==> src/rtl/rng_csr_pkg.sv <==
package rng_csr_pkg;
   localparam int WORD_W    = 32;
   localparam int NUM_WORDS = 4;
   localparam int NUM_TESTS = 6;
   localparam int STAT_W    = NUM_TESTS + 2;
   localparam int THR_W     = 8;

   // byte offsets of the register map
   localparam logic [7:0] OFS_STAT  = 8'h10;
   localparam logic [7:0] OFS_CTRL  = 8'h14;
   localparam logic [7:0] OFS_CFG   = 8'h18;
   localparam logic [7:0] OFS_ALRM  = 8'h1C;
   localparam logic [7:0] OFS_OSCEN = 8'h20;
   localparam logic [7:0] OFS_DTUNE = 8'h24;
   localparam logic [7:0] OFS_AMASK = 8'h28;
   localparam logic [7:0] OFS_ASTOP = 8'h2C;
   localparam logic [7:0] OFS_OPT   = 8'h78;
   localparam logic [7:0] OFS_REV   = 8'h7C;

   // status and control bit positions
   localparam int ST_READY     = 0;
   localparam int ST_SHUT      = 1;
   localparam int ST_TEST_LO   = 2;
   localparam int CTRL_EN_BIT  = 10;

   localparam logic [31:0] CTRL_WMASK = 32'h0000_05FF;
   localparam logic [31:0] CFG_WMASK  = 32'hFFFF_00FF;
endpackage

==> src/rtl/rng_status_unit.sv <==
module rng_status_unit
   import rng_csr_pkg::*;
#(
   parameter int W_WORD  = WORD_W,
   parameter int N_WORDS = NUM_WORDS,
   parameter int N_TESTS = NUM_TESTS,
   localparam int DAT_W  = W_WORD * N_WORDS,
   localparam int ST_W   = N_TESTS + 2
) (
   input  logic                             clk,
   input  logic                             rst_n,
   input  logic                             gen_en_i,
   input  logic                             dat_valid_i,
   input  logic [DAT_W-1:0]                 dat_i,
   input  logic [N_TESTS-1:0]               test_fail_i,
   input  logic                             shut_evt_i,
   input  logic                             clr_wr_i,
   input  logic [ST_W-1:0]                  clr_bits_i,
   output logic [ST_W-1:0]                  status_o,
   output logic [N_WORDS-1:0][W_WORD-1:0]   words_o
);
   logic               ready_q;
   logic               shut_q;
   logic [N_TESTS-1:0] test_q;
   logic               load;
   logic [ST_W-1:0]    clr;

   assign load = dat_valid_i & gen_en_i & ~ready_q;
   assign clr  = clr_wr_i ? clr_bits_i : '0;

   always_ff @(posedge clk or negedge rst_n) begin
      if (!rst_n) begin
         ready_q <= 1'b0;
         shut_q  <= 1'b0;
         test_q  <= '0;
      end else begin
         if (load)                 ready_q <= 1'b1;
         else if (clr[ST_READY])   ready_q <= 1'b0;
         if (shut_evt_i)           shut_q  <= 1'b1;
         else if (clr[ST_SHUT])    shut_q  <= 1'b0;
         test_q <= (test_q & ~clr[ST_W-1:ST_TEST_LO])
                 | (gen_en_i ? test_fail_i : '0);
      end
   end

   for (genvar k = 0; k < N_WORDS; k++) begin : g_word
      logic [W_WORD-1:0] word_q;
      always_ff @(posedge clk or negedge rst_n) begin
         if (!rst_n)    word_q <= '0;
         else if (load) word_q <= dat_i[k*W_WORD +: W_WORD];
      end
      assign words_o[k] = word_q;
   end

   assign status_o = {test_q, shut_q, ready_q};
endmodule

==> src/rtl/rng_alarm_unit.sv <==
module rng_alarm_unit #(
   parameter int N_OSC = 8,
   parameter int W_THR = 8
) (
   input  logic             clk,
   input  logic             rst_n,
   input  logic [N_OSC-1:0] osc_alarm_i,
   input  logic [W_THR-1:0] thr_i,
   input  logic             en_wr_i,
   input  logic             mask_wr_i,
   input  logic             stop_wr_i,
   input  logic [N_OSC-1:0] wdata_i,
   output logic [N_OSC-1:0] osc_en_o,
   output logic [N_OSC-1:0] mask_o,
   output logic [N_OSC-1:0] stop_o,
   output logic [W_THR-1:0] count_o,
   output logic             shut_evt_o
);
   logic [N_OSC-1:0] en_q, mask_q, stop_q, qual;
   logic [W_THR-1:0] cnt_q;
   logic             any_alarm, trip;

   assign qual      = osc_alarm_i & en_q & ~mask_q;
   assign any_alarm = |qual;
   assign trip      = any_alarm && (cnt_q >= thr_i);

   always_ff @(posedge clk or negedge rst_n) begin
      if (!rst_n)         cnt_q <= '0;
      else if (trip)      cnt_q <= '0;
      else if (any_alarm) cnt_q <= cnt_q + 1'b1;
   end

   always_ff @(posedge clk or negedge rst_n) begin
      if (!rst_n)         mask_q <= '0;
      else if (mask_wr_i) mask_q <= wdata_i;
   end

   for (genvar i = 0; i < N_OSC; i++) begin : g_osc
      always_ff @(posedge clk or negedge rst_n) begin
         if (!rst_n) begin
            en_q[i]   <= 1'b0;
            stop_q[i] <= 1'b0;
         end else begin
            if (trip && qual[i]) en_q[i] <= 1'b0;
            else if (en_wr_i)    en_q[i] <= wdata_i[i];
            if (trip && qual[i]) stop_q[i] <= 1'b1;
            else if (stop_wr_i)  stop_q[i] <= wdata_i[i];
         end
      end
   end

   assign osc_en_o   = en_q;
   assign mask_o     = mask_q;
   assign stop_o     = stop_q;
   assign count_o    = cnt_q;
   assign shut_evt_o = trip;
endmodule

==> src/rtl/rng_csr_block.sv <==
module rng_csr_block
   import rng_csr_pkg::*;
#(
   parameter int          ADDR_W  = 8,
   parameter int          NUM_OSC = 8,
   parameter logic [31:0] REV_VAL = 32'h0213_0000,
   parameter logic [31:0] OPT_VAL = 32'h0000_0804,
   localparam int         DAT_W   = WORD_W * NUM_WORDS
) (
   input  logic               clk,
   input  logic               rst_n,
   input  logic               bus_sel_i,
   input  logic               bus_wr_i,
   input  logic [ADDR_W-1:0]  bus_addr_i,
   input  logic [31:0]        bus_wdata_i,
   output logic [31:0]        bus_rdata_o,
   input  logic               dat_valid_i,
   input  logic [DAT_W-1:0]   dat_i,
   input  logic [NUM_TESTS-1:0] test_fail_i,
   input  logic [NUM_OSC-1:0] osc_alarm_i,
   output logic [NUM_OSC-1:0] osc_en_o,
   output logic               irq_o
);
   if (ADDR_W < 7 || ADDR_W > 16) begin : g_bad_addr
      $error("ADDR_W must lie in 7..16");
   end
   if (NUM_OSC < 1 || NUM_OSC > 32) begin : g_bad_osc
      $error("NUM_OSC must lie in 1..32");
   end

   logic [ADDR_W-1:0] a_al;
   logic              wr_hit;
   logic [31:0]       ctrl_q, cfg_q, detune_q;
   logic [THR_W-1:0]  thr_q;
   logic [STAT_W-1:0] status_w;
   logic [NUM_WORDS-1:0][WORD_W-1:0] words_w;
   logic [NUM_OSC-1:0] en_w, mask_w, stop_w;
   logic [THR_W-1:0]  count_w;
   logic              shut_w, irq_q;

   assign a_al   = {bus_addr_i[ADDR_W-1:2], 2'b00};
   assign wr_hit = bus_sel_i & bus_wr_i;

   function automatic logic hit(input logic [ADDR_W-1:0] a, input logic [7:0] ofs);
      return a == ADDR_W'(ofs);
   endfunction

   always_ff @(posedge clk or negedge rst_n) begin
      if (!rst_n) begin
         ctrl_q   <= '0;
         cfg_q    <= '0;
         thr_q    <= '0;
         detune_q <= '0;
      end else if (wr_hit) begin
         if (hit(a_al, OFS_CTRL))  ctrl_q   <= bus_wdata_i & CTRL_WMASK;
         if (hit(a_al, OFS_CFG))   cfg_q    <= bus_wdata_i & CFG_WMASK;
         if (hit(a_al, OFS_ALRM))  thr_q    <= bus_wdata_i[THR_W-1:0];
         if (hit(a_al, OFS_DTUNE)) detune_q <= bus_wdata_i;
      end
   end

   rng_status_unit #(
      .W_WORD(WORD_W), .N_WORDS(NUM_WORDS), .N_TESTS(NUM_TESTS)
   ) stat_i (
      .clk         (clk),
      .rst_n       (rst_n),
      .gen_en_i    (ctrl_q[CTRL_EN_BIT]),
      .dat_valid_i (dat_valid_i),
      .dat_i       (dat_i),
      .test_fail_i (test_fail_i),
      .shut_evt_i  (shut_w),
      .clr_wr_i    (wr_hit && hit(a_al, OFS_STAT)),
      .clr_bits_i  (bus_wdata_i[STAT_W-1:0]),
      .status_o    (status_w),
      .words_o     (words_w)
   );

   rng_alarm_unit #(
      .N_OSC(NUM_OSC), .W_THR(THR_W)
   ) alarm_i (
      .clk         (clk),
      .rst_n       (rst_n),
      .osc_alarm_i (osc_alarm_i),
      .thr_i       (thr_q),
      .en_wr_i     (wr_hit && hit(a_al, OFS_OSCEN)),
      .mask_wr_i   (wr_hit && hit(a_al, OFS_AMASK)),
      .stop_wr_i   (wr_hit && hit(a_al, OFS_ASTOP)),
      .wdata_i     (bus_wdata_i[NUM_OSC-1:0]),
      .osc_en_o    (en_w),
      .mask_o      (mask_w),
      .stop_o      (stop_w),
      .count_o     (count_w),
      .shut_evt_o  (shut_w)
   );

   always_comb begin
      bus_rdata_o = '0;
      if (a_al[ADDR_W-1:4] == '0) begin
         bus_rdata_o = words_w[a_al[3:2]];
      end else if (hit(a_al, OFS_STAT))  bus_rdata_o = 32'(status_w);
      else if (hit(a_al, OFS_CTRL))      bus_rdata_o = ctrl_q;
      else if (hit(a_al, OFS_CFG))       bus_rdata_o = cfg_q;
      else if (hit(a_al, OFS_ALRM))      bus_rdata_o = {16'h0, count_w, thr_q};
      else if (hit(a_al, OFS_OSCEN))     bus_rdata_o = 32'(en_w);
      else if (hit(a_al, OFS_DTUNE))     bus_rdata_o = detune_q;
      else if (hit(a_al, OFS_AMASK))     bus_rdata_o = 32'(mask_w);
      else if (hit(a_al, OFS_ASTOP))     bus_rdata_o = 32'(stop_w);
      else if (hit(a_al, OFS_OPT))       bus_rdata_o = OPT_VAL;
      else if (hit(a_al, OFS_REV))       bus_rdata_o = REV_VAL;
      if (!bus_sel_i) bus_rdata_o = '0;
   end

   always_ff @(posedge clk or negedge rst_n) begin
      if (!rst_n) irq_q <= 1'b0;
      else        irq_q <= |(status_w & ctrl_q[STAT_W-1:0]);
   end

   assign irq_o    = irq_q;
   assign osc_en_o = en_w;
endmodule

==> config.mk <==
export PLATFORM = sky130hd
export DESIGN_NAME = rng_csr_block
export DESIGN_NICKNAME = d
export VERILOG_FILES = /design/src/rtl/rng_csr_pkg.sv /design/src/rtl/rng_status_unit.sv /design/src/rtl/rng_alarm_unit.sv /design/src/rtl/rng_csr_block.sv
export SDC_FILE = /design/constraint.sdc
export NUM_CORES = 1
export LEC_CHECK = 0
export BUFFER_PORTS_ARGS = -buffer_cell sky130_fd_sc_hd__buf_4
export CAP_MARGIN = 20
export CORE_UTILIZATION = 32
export CTS_CLUSTER_DIAMETER = 120
export DETAILED_ROUTE_END_ITERATION = 8
export GPL_TIMING_DRIVEN = 0
export PLACE_DENSITY = 0.49
export SYNTH_ARGS = -nofsm -noshare
export SYNTH_HDL_FRONTEND = slang
export SYNTH_HIERARCHICAL = 1
export SYNTH_SLANG_ARGS = --single-unit
==> constraint.sdc <==
create_clock -name clk -period 3.58 [get_ports clk]
set_clock_uncertainty 0.05 [all_clocks]
set_input_delay 0.179 -clock clk [delete_from_list [all_inputs] [get_ports clk]]
set_output_delay 0.179 -clock clk [all_outputs]
set_load 0.02 [all_outputs]
== Word level (Yosys, flattened, before mapping) ==
Cells that the tools add are included.

* Add/sub/neg operators: 1
* Order comparisons: 2
* Equal/unequal tests: 10
* Mux-type cells: 54
* Bitwise logic cells: 11
* Reductions and logical operators: 39

{| class="wikitable"
|+ Operators with widths
! cell !! count
|-
| $mux W32 || 9
|-
| $mux W26 || 4
|-
| $bmux W32 S2 || 1
|-
| $reduce_bool A2 Y1 || 19
|-
| $mux W1 || 36
|-
| $and A8 B8 Y8 || 3
|-
| $eq A6 B3 Y1 const B || 4
|-
| $eq A6 B4 Y1 const B || 4
|-
| $mux W8 || 3
|-
| $reduce_or A8 Y1 || 2
|-
| $logic_and A1 B1 Y1 || 13
|-
| $eq A6 B5 Y1 const B || 2
|-
| $add A8 B1 Y8 const B || 1
|-
| $ge A8 B8 Y1 || 1
|-
| $not A8 Y8 || 1
|-
| $reduce_and A2 Y1 || 4
|-
| $and A6 B6 Y6 || 1
|-
| $mux W6 || 1
|-
| $not A6 Y6 || 1
|-
| $or A6 B6 Y6 || 1
|-
| $logic_not A4 Y1 || 1
|-
| $and A1 B1 Y1 || 3
|-
| $lt A2 B3 Y1 const B || 1
|-
| $not A1 Y1 || 1
|}

* Register bits after elaboration: 243
* Input port bits: 187
* Output and inout port bits: 41

== Longest topological paths before layout ==
* Depth after elaboration: 13
* Depth in mapped cells: 9

== By module ==
Netlist, hierarchy kept.

{| class="wikitable"
|+ By module, submodules not included
! module !! times used !! cells an instance !! area each (um^2) !! seq. area each (um^2)
|-
| rng_status_unit || 1 || 299 || 5170.0 || 3403.3
|-
| rng_csr_block || 1 || 419 || 4893.4 || 1876.8
|-
| rng_alarm_unit || 1 || 153 || 1681.6 || 800.8
|}

== Worst setup path after synthesis ==
OpenSTA, ideal clock, no wires.

* Path type: input to output
* From: input port bus_addr_i[7]
* To: output port bus_rdata_o[3]
* Arrival time: 1909 ps
* Required time: 3351 ps
* Path slack: 1442 ps
* Stages: 8
* Buffers on the path: 3
* Cells stage by stage: clkbuf_2 or4b_1 buf_2 nor2_1 buf_4 a21oi_1 a21o_1 a31oi_1

* Longest elaborated chain between the ends: 12
* Elaborated cells on any way between the ends: 21
* Those cells by class: 9 x eq/ne; 11 x mux; 1 x reduce/logical

{| class="wikitable"
|+ Ends and longest elaborated chain
! what !! RTL line !! RTL
|-
| start, declared || rng_csr_block.sv:14 || <nowiki>input logic [ADDR_W-1:0] bus_addr_i,</nowiki>
|-
| $eq A6 B5 Y1 || rng_csr_block.sv:45 || <nowiki>return a == ADDR_W'(ofs);</nowiki>
|-
| $mux W26 || rng_csr_block.sv:108 || <nowiki>else if (hit(a_al, OFS_OPT)) bus_rdata_o = OPT_VAL;</nowiki>
|-
| $mux W26 || rng_csr_block.sv:107 || <nowiki>else if (hit(a_al, OFS_ASTOP)) bus_rdata_o = 32'(stop_w);</nowiki>
|-
| $mux W26 || rng_csr_block.sv:106 || <nowiki>else if (hit(a_al, OFS_AMASK)) bus_rdata_o = 32'(mask_w);</nowiki>
|-
| $mux W32 || rng_csr_block.sv:105 || <nowiki>else if (hit(a_al, OFS_DTUNE)) bus_rdata_o = detune_q;</nowiki>
|-
| $mux W32 || rng_csr_block.sv:104 || <nowiki>else if (hit(a_al, OFS_OSCEN)) bus_rdata_o = 32'(en_w);</nowiki>
|-
| $mux W32 || rng_csr_block.sv:103 || <nowiki>else if (hit(a_al, OFS_ALRM)) bus_rdata_o = {16'h0, count_w, thr_q};</nowiki>
|-
| $mux W32 || rng_csr_block.sv:102 || <nowiki>else if (hit(a_al, OFS_CFG)) bus_rdata_o = cfg_q;</nowiki>
|-
| $mux W32 || rng_csr_block.sv:101 || <nowiki>else if (hit(a_al, OFS_CTRL)) bus_rdata_o = ctrl_q;</nowiki>
|-
| $mux W32 || rng_csr_block.sv:100 || <nowiki>end else if (hit(a_al, OFS_STAT)) bus_rdata_o = 32'(status_w);</nowiki>
|-
| $mux W32 (*) || rng_csr_block.sv:98 || <nowiki>if (a_al[ADDR_W-1:4] == '0) begin</nowiki>
|-
| $mux W32 (*) || rng_csr_block.sv:110 || <nowiki>if (!bus_sel_i) bus_rdata_o = '0;</nowiki>
|-
| end, declared || rng_csr_block.sv:16 || <nowiki>output logic [31:0] bus_rdata_o,</nowiki>
|}

Mark *: on every way between the ends. The rest lies on a longest branch, timed or not.

== Worst setup path after layout ==
* From: input port bus_addr_i[3]
* To: output port bus_rdata_o[2]

Same word-level chain as after synthesis.

==> metrics.md <==
| Metric | Value |
|---|---|
| CP Capture Type | `output port` |
| Crit path cell chain | `buf_4 -> buf_2 -> buf_2 -> buf_1 -> o21ai_0 -> a32oi_1 -> o21ai_0 -> a21oi_1 -> buf_4` |
| Vias | `~9100` |
| Cell taking the most area after synthesis | `dfrtp_1` |
| Post-Synth Adder-Cell Area | `less than 1%` |
| Total power draw | `approximately 0.0092 W` |
| Worst r2r path cells | `7` |
| Synth top area cells | `dfrtp_1 52%, mux2_2 20%, mux4_2 7.5%` |
| First-pass GRT wire length | `59230 um` |
| Critical path depth in cells | `9` |
| Die X-Extent | `193.6 um` |
| Critical Path Max Stage Delay | `790 ps` |
| Critical Path Start Type | `primary input` |
| P&R area growth vs syn | `44.21%` |
| Number of gates resized after CTS | `0` |
| Number of buffers added on ports | `approximately 220` |
| Cell Int Power | `~0.0067 W` |
| Die height | `about 190 um` |
| Final Setup Violations | `0` |
| Setup TNS | `0 ps` |
| Setup CP Type | `in -> out` |
| Total CTS buffers | `29` |
| Seq pwr share | `approximately 43%` |
| Top_reg_cell synth | `dfrtp_1` |
| Hold Fails Final Rpt | `0` |
| Routing usage on met2 | `a little over a third` |
| Max-Cap Viols | `0` |
| Clock Power Share | `between 30% and 40%` |
| Cell variety after synth | `58` |
| Hold crit path type | `in -> reg` |
| Fraction of power spent switching nets | `a little over a quarter` |
| Via density | `about 5.0` |
| Yosys warnings | `6` |
| Multiplexer area fraction after synthesis | `29.51%` |
| Buf/Inv on CP | `5` |
| Worst-path fanout max | `10` |
| Psw | `about 0.0024 W` |
| Most common cell after layout, fill and taps aside | `dfrtp_1` |
| Worst Max-Slew Pin Slew | `between 900 and 1000 ps` |
| Placed cells | `1557` |
| Simple-gate area share of the yosys netlist | `between 6 and 7%` |
| Slew margin rel. | `roughly 34%` |
| Post-route ant nets | `0` |
| Row count | `69` |
| CTS tree | `done` |
| Worst path slowest cell | `buf_1` |
| Bufs on Longest Clock Path | `3` |
| Nets@finish | `~1500` |
| Clk Latency, worst-skew pair | `roughly 560 ps` |
| Initial antenna violation count | `2` |
| Gr usage total | `about 21%` |
| Largest net degree at the start of global routing | `around 110` |
| GRT met3 Usage | `3.539%` |
| Synth top area share | `51.77%` |
| Syn_nets | `roughly 1100` |
| Setup repair after global routing missed its margin | `false` |
| TritonRoute pass-1 iters | `4` |
| Synthesized flop and latch total | `between 200 and 250` |
| Wirelength, routed | `between 30000 and 40000 um` |
| Post-route minimum period | `around 3200 ps` |
| Post-synth EDFFs | `0` |
| DR iter-0 viols | `a little over 400` |
| GR peak layer | `met2` |
| Placed cell area | `approximately 14000 um^2` |
| Post-synth ARST share | `between 90% and 100%` |
| Max VDD drop | `around 0.00041 V` |
| WL per Instance | `21.38 um` |
| GR Overflow Total | `0` |
| Critical Path AT | `2950 ps` |
| Cell family with most CP delay | `buffers and inverters` |
| Max Fclk | `between 0.3 and 0.4 GHz` |
| DR DRC count | `0` |
| Synth Area per Inst | `around 13 um^2` |
| Final RePlAce weighted congestion | `around 0.84` |
| Final Cell Area | `between 15000 and 20000 um^2` |
| Post-synthesis compound-gate area fraction | `a little under 8%` |
| Hold Path Cell Cnt | `4` |
| I/O pin total | `roughly 230` |
| Met1 usage in global routing | `roughly 28%` |
| CP Data Required Time | `approximately 3400 ps` |
| Root Driver | `clkbuf_16` |
| Sequential share of the synthesized area | `around half` |
| CORE AREA | `between 30000 and 40000 um^2` |
| Mapped Area | `between 10000 and 15000 um^2` |
| Fillers | `approximately 3300` |
| Commonest non-fill, non-tap cells in the layout | `243 x dfrtp_1, 229 x buf_4, 211 x mux2_2, 188 x dlygate4sd3_1, 56 x nand2_1` |
| Die ar. | `37470 um^2` |
| Status | `completed` |
| Cells after Synth | `871` |
| H-tree levels | `1` |
| Largest family of logic cells by synthesized area | `multiplexers` |
| LEAKAGE | `a little under 8 nW` |
| Max Slew Vio Count | `0` |
| Vias in the first global route | `between 9000 and 10000` |
| Power Dens Cells | `between 500 and 600 nW/um^2` |
| Clk slew on worst S/H paths | `around 60 ps` |
| Period utilisation layout | `88.87%` |
| Xor/xnor share of the synthesized area | `0%` |
| Post-CTS Setup Bufs | `0` |
| CTS sink cnt | `between 200 and 250` |
| Finished Layout Cells | `between 1500 and 2000` |
| Combinational Power Share | `23.2%` |
| Post-DP HPWL | `between 20000 and 30000 um` |
| Initial core utilization | `32.78%` |
| Share of cells above drive strength 1 | `between 40% and 50%` |
[path summary, 6_finish.rpt]
kind,startpoint,end,slack (ps)
setup / recovery,bus_addr_i[3],bus_rdata_o[2],400
hold / removal,dat_valid_i,stat_i/g_word[0].word_q[29],190
setup reg to reg,alarm_i/count_o[3],alarm_i/stop_o[1],890
hold reg to reg,stat_i/shut_q,stat_i/shut_q,440
max in group asynchronous,rst_n,stat_i/g_word[3].word_q[13],1560
min in group asynchronous,rst_n,stat_i/g_word[1].word_q[3],560
[repair_timing]
item	in CTS	in global routing
endpoints found under the setup margin	0	0
hold endpoints to repair	373	0
hold buffers	188	0
[logic make-up (layout without fill, tap and decap cells)]
family | Yosys count | in the layout
multiplexers | 271 | 271
buffers and inverters | 69 | 535
AO/OA/AOI/OAI | 140 | 140
adder cells (fa/ha/maj) | 9 | 9
AND/OR/NAND/NOR | 139 | 139
flip-flops | 243 | 243
other | 0 | 1
[worst min-delay path: cells and delay by family]
kind / cells / cell delay, ps
buffers and inverters: 2 / 330
multiplexers: 1 / 160
AND/OR/NAND/NOR: 1 / 90
[per-stage QoR]
stage,utilization [%],worst slack (ps),hold WS (ps)
CTS,47.27,427.3,171.6
floorplan,-,1442,-166.6
detailed placement,39.23,437.9,-3.035
global route,47.27,307.3,180.1
global placement,39.04,82.89,361.6
finish,47.27,398.4,193.4
[power groups by stage]
| stage | clock [W] | combinational (W) | sequential (W) |
|---|---|---|---|
| 6_report | 0.00309 | 0.00212 | 0.00395 |
| 5_1_grt | 0.00330 | 0.00231 | 0.00404 |
| 4_1_cts | 0.00319 | 0.00215 | 0.00394 |
| 3_5_place_dp | 0 | 0.00191 | 0.00399 |
| 3_3_place_gp | 0 | 0.00187 | 0.00397 |
| 2_1_floorplan | 0 | 0.00131 | 0.00384 |
[cell type report]
type                            count  area, um^2  area share [%]
Clock inverter                     12       166.4          0.9825
Buffer                             58       426.7           2.519
Multi-Input combinational cell    559        5196           30.68
Clock buffer                       41       830.8           4.905
Sequential cell                   243        6081           35.90
Antenna cell                        1       2.502         0.01477
Timing Repair Buffer              413        3616           21.35
Tap cell                          461       576.8           3.405
Inverter                           11       41.29          0.2438
[per-layer routing]
| metal | wire [um] | share of wire, % |
|---|---|---|
| met5 | 10 | 0.026 |
| met4 | 821 | 2.1 |
| met3 | 1934 | 5.0 |
| met2 | 18650 | 48 |
| met1 | 17050 | 44 |
[sequential cells by signal (all words and copies together), names as in the netlist, 6 cells and up]
register              cells
stat_i/g_word.word_q    128
detune_q                 32
cfg_q                    24
ctrl_q                   10
alarm_i/count_o           8
alarm_i/mask_o            8
alarm_i/osc_en_o          8
alarm_i/stop_o            8
thr_q                     8
stat_i/test_q             6
[cell usage after synthesis, types with 3 or more instances]
library cell / number
nor2_1: 33
buf_6: 11
a22o_1: 10
inv_1: 11
nand3_1: 8
dfrtp_1: 243
a21o_1: 10
a22oi_1: 21
nor3_1: 3
buf_1: 6
clkbuf_8: 8
a21oi_1: 36
a221o_1: 3
nand2_1: 56
mux4_2: 39
buf_4: 8
mux2_2: 211
clkbuf_1: 12
nand4_1: 4
a31oi_1: 9
mux2i_1: 20
nand3b_1: 9
nor2b_1: 5
ha_1: 9
buf_2: 11
o21ai_0: 35
(Power assumes the default switching activity.)
